### config.mk
export PLATFORM = sky130hd
export DESIGN_NAME = ovf_toggle_unit
export DESIGN_NICKNAME = d
export VERILOG_FILES = /design/src/rtl/ovf_toggle_unit.sv
export SDC_FILE = /design/constraint.sdc
export NUM_CORES = 1
export LEC_CHECK = 0
export ABC_CLOCK_PERIOD_IN_PS = 930
export BUFFER_PORTS_ARGS = -buffer_cell sky130_fd_sc_hd__buf_2
export CELL_PAD_IN_SITES_DETAIL_PLACEMENT = 1
export CELL_PAD_IN_SITES_GLOBAL_PLACEMENT = 2
export CORE_AREA = 2 2 39 41
export CTS_BUF_LIST = sky130_fd_sc_hd__clkbuf_4
export CTS_CLUSTER_DIAMETER = 30
export CTS_CLUSTER_SIZE = 28
export DETAILED_ROUTE_END_ITERATION = 6
export DIE_AREA = 0 0 41 43
export PLACE_DENSITY = 0.53
export SLEW_MARGIN = 40
export SYNTH_ARGS = -nofsm -noshare
export SYNTH_HDL_FRONTEND = slang
export SYNTH_SLANG_ARGS = --single-unit
### constraint.sdc
create_clock -name clk -period 0.93 [get_ports clk]
set_input_delay 0.0465 -clock clk [delete_from_list [all_inputs] [get_ports clk]]
set_output_delay 0.0465 -clock clk [all_outputs]
set_load 0.1 [all_outputs]
### src/rtl/ovf_toggle_unit.sv
module ovf_toggle_unit (
  input  logic       clk,
  input  logic       rst_n,
  input  logic       ovf_pulse,
  input  logic       sw_wr,
  input  logic       sw_data,
  input  logic       out_en,
  input  logic [1:0] edge_sel,
  output logic       tgl_lvl,
  output logic       shd_lvl,
  output logic       trig,
  output logic       pin_out
);

  logic tgl_q, shd_q;

  always_ff @(posedge clk or negedge rst_n) begin
    if (!rst_n) begin
      tgl_q <= 1'b0;
      shd_q <= 1'b0;
    end else if (sw_wr) begin
      tgl_q <= sw_data;
      shd_q <= sw_data;
    end else begin
      tgl_q <= tgl_q ^ ovf_pulse;
      shd_q <= tgl_q;
    end
  end

  assign tgl_lvl = tgl_q;
  assign shd_lvl = shd_q;
  assign trig    = (edge_sel[0] & tgl_q & ~shd_q) | (edge_sel[1] & ~tgl_q & shd_q);
  assign pin_out = out_en ? tgl_q : 1'b1;

  AST_OVF_TOGGLES: assert property (@(posedge clk) disable iff (!rst_n)
    (ovf_pulse && !sw_wr) |=> (tgl_lvl != $past(tgl_lvl)));
  AST_IDLE_HOLDS: assert property (@(posedge clk) disable iff (!rst_n)
    (!ovf_pulse && !sw_wr) |=> $stable(tgl_lvl));
  AST_SHADOW_LAGS: assert property (@(posedge clk) disable iff (!rst_n)
    !sw_wr |=> (shd_lvl == $past(tgl_lvl)));
  AST_SEL_OFF_QUIET: assert property (@(posedge clk) disable iff (!rst_n)
    (edge_sel == 2'b00) |-> !trig);
  AST_WRITE_LOADS: assert property (@(posedge clk) disable iff (!rst_n)
    sw_wr |=> (tgl_lvl == $past(sw_data)) && (shd_lvl == $past(sw_data)) && !trig);
  AST_PIN_IDLE_HIGH: assert property (@(posedge clk) disable iff (!rst_n)
    !out_en |-> pin_out);
  AST_RESET_QUIET: assert property (@(posedge clk)
    !rst_n |=> !trig);

endmodule

==> results.yml <==
sta:
  highest_clock_rate_ghz: 0.818
  layout_worst_path_cycle_share: 1.31
  rsz0062_at_grt: "true"
  final-hold-violation-count: 0
  layout_setup_ws_ps: -292
  worst_pin_slew_ps: 132
  totalNegativeSetupSlack_ps: -948
  slew_headroom: 0.912
  timing.clock.skew_ps: 0.458
  final_count_of_pins_violating_max_slew: 0
  timing.final.setup_violations: 4
  fin_crit_ps: 1220
flow_run:
  drv_cap: 0
logic_synthesis:
  post_syn_area_sq_um: 96.3
  yosys_warnings: 0
  post_synthesis_share_of_cell_area_spent_on_and_or_nand_and_nor_gates: 0.195
  synthAdderAreaFrac: 0
  post_synth_mux_area_share: 0
  synth_fp_nets: 19
  synth_seq_cells: 2
  synth_seq_area_share: 0.519
  synthCells: 11
  largest_family_of_logic_cells_by_synthesized_area: "simple AND/OR/NAND/NOR gates"
  synth_xor_xnor_area_share: 0.0909
  synth_compound_area_frac: 0.156
  syn-mean-instance-area_sq_um: 8.76
  synth_cell_type_count: 7
cells_and_area:
  layout.cells.non_filler: 46
  mostFrequentLayoutCell: "buf_2"
  area_growth_syn_to_layout_pct: 257
  leading_cell_types_in_the_layout_fill_and_taps_excluded: "7 x buf_2, 4 x buf_12, 4 x buf_4"
  antenna-diode-count: 0
  nNetsFinal: 40
  layout_cell_share_with_drive_strength_beyond_1: 0.833
power_and_ir_drop:
  vdd_drop_max_mv: 0.363
  leakage_power_uw: 0.000159
  pwr_density_cell_nw_per_um2: 1910
floorplanning:
  floorplan.die_area_sq_um: 1760
  num_rows: 14
  fp.dieW_um: 41
  coreArea_sq_um: 1380
  initial_core_util: 0.0696
  die_y_um: 43
  pin_count: 12
global_routing:
  maximum_number_of_pins_on_one_net_before_global_route_repair: 4
  number_of_antenna_violations_at_the_first_check_in_global_routing: 0
  grt_pass1_wl_um: 717
  grt_pass1_vias: 176
  grtUsageTotal: 0.0754
  grt_overflow_total: 0
worst_setup_path:
  rr_worst_depth: 4
  timing.critical_path.required_ps: 880
  cp_max_fo: 3
  critPathMaxStageDelay_ps: 470
  launching_element_type_of_the_critical_path: "flop"
  crit_buf_inv: 1
  critical_path.reg2reg.startpoint: "tgl_lvl$_DFF_PN0_"
  r2r-end: "tgl_lvl$_DFF_PN0_"
  cell_with_the_largest_stage_delay_on_the_worst_path: "dfrtp_4"
  critical_path.cell_chain: "nand3b_1, o21ai_4, buf_12"
  critical_path.top_delay_family: "flip-flops"
  critPathArrivalTime_ps: 1180
  timing.setup.critical_path_class: "flop to output pin"
  critical_path.endpoint_type: "output pin"
  setup_slack_on_the_worst_flop_to_flop_path_ps: -160
cts:
  tritoncts_clock_tree: "done"
  cts_htree_levels: 1
  worstSkewPairLatency_ps: 220
  cts_buffers: 3
  clkTransAtPathRegs_ps: 30
  ctsLongestPathBuffers: 2
  clock_sink_count: 2
  clock-root-buffer: "clkbuf_4"
detailed_routing:
  detail_route.wl_per_cell_um: 10.0
  detailedRoute.firstPassIterationCount: 2
  detailed_route_wire_length_um: 462
  drc_errors: 0
  final_antenna_net_count: 0
  drt_iter0_drc: 1
  via_count: 156
  vias_per_cell: 3.39
place:
  place_inst: 41
  gp_congestion: 0.598
  place.port_buffers: 11
hold_path:
  min-delay-path-class: "primary input to flop"
  hold_path_end: "shd_lvl$_DFF_PN0_"
  min_path_cells: 2
  min-delay-start: "sw_wr"
run_status:
  run_status: "complete, but fails checks"
  failing_checks: "negative setup slack"
==> cell type report <==
| cell class | instances | area [sq um] |
|---|---|---|
| Clock buffer | 3 | 22.5 |
| Fill cell | 161 | 1040 |
| Inverter | 1 | 6.26 |
| Multi-Input combinational cell | 8 | 85.1 |
| Sequential cell | 2 | 55.1 |
| Tap cell | 16 | 20.0 |
| Timing Repair Buffer | 16 | 155 |
==> synth_stat cells, drive strengths merged <==
cell,instances,area (sq um)
nand2,3,11.3
o21ai,3,15.0
dfrtp,2,50.1
inv,1,3.75
nand3b,1,7.51
xnor2,1,8.76
==> power breakdown <==
group | switching, uW | total [uW] | internal, uW
combinational | 210 | 352 | 142
clock | 49.8 | 192 | 142
sequential | 12.4 | 114 | 102
total | 272 | 658 | 386
==> state kept, by name (all words and copies together), names as in the netlist <==
name and flops:
shd_lvl 1, tgl_lvl 1
==> how the worst max path moves through the flow <==
stage / start / endpoint / slack, ps / cells after the start
after floorplan: tgl_lvl$_DFF_PN0_ / trig / -390 / 2
after global placement: tgl_lvl$_DFF_PN0_ / trig / -70 / 3
after detailed placement: tgl_lvl$_DFF_PN0_ / trig / -90 / 3
after CTS: tgl_lvl$_DFF_PN0_ / trig / -310 / 3
after global routing: tgl_lvl$_DFF_PN0_ / trig / -370 / 3
final: tgl_lvl$_DFF_PN0_ / trig / -290 / 3
==> through the flow <==
| step | utilization | setup slack [ps] | power [uW] | hold WS (ps) | cell area [sq um] |
|---|---|---|---|---|---|
| final | 0.249 | -292 | 658 | 27.8 | 344 |
| after global routing | 0.249 | -369 | 708 | 23.6 | 344 |
| after CTS | 0.249 | -306 | 676 | 20.2 | 344 |
| after detailed placement | 0.212 | -90.3 | 445 | -168 | 294 |
| after global placement | 0.212 | -66.8 | 436 | -169 | 294 |
| after floorplan | - | -391 | 302 | -249 | 136 |
==> kinds of logic (layout without fill, tap and decap cells) <==
kind of cell	Yosys count	after routing
AND/OR/NAND/NOR	4	4
AO/OA/AOI/OAI	3	3
flip-flops	2	2
XOR/XNOR	1	1
buffers and inverters	1	20
==> repair_timing <==
| item | CTS | global route |
|---|---|---|
| setup buffers | 1 | 0 |
| hold buffers | 1 | 0 |
| hold endpoints to repair | 2 | 0 |
| endpoints found under the setup margin | 4 | 4 |
| gates resized for setup | 4 | 0 |
==> worst reg2reg max path: cells and delay by family (launching register included) <==
| family | cells | cell delay, ps |
|---|---|---|
| flip-flops | 1 | 470 |
| buffers and inverters | 2 | 300 |
| AO/OA/AOI/OAI | 1 | 130 |
| XOR/XNOR | 1 | 120 |
==> layer usage <==
metal	global-route usage	share of wire	up-vias
li1	-	-	76
met1	0.0581	0.35	68
met2	0.0844	0.50	12
met3	0.0942	0.14	0
met4	0.0800	0	0
met5	0	0	-
(Power assumes the default switching activity.)
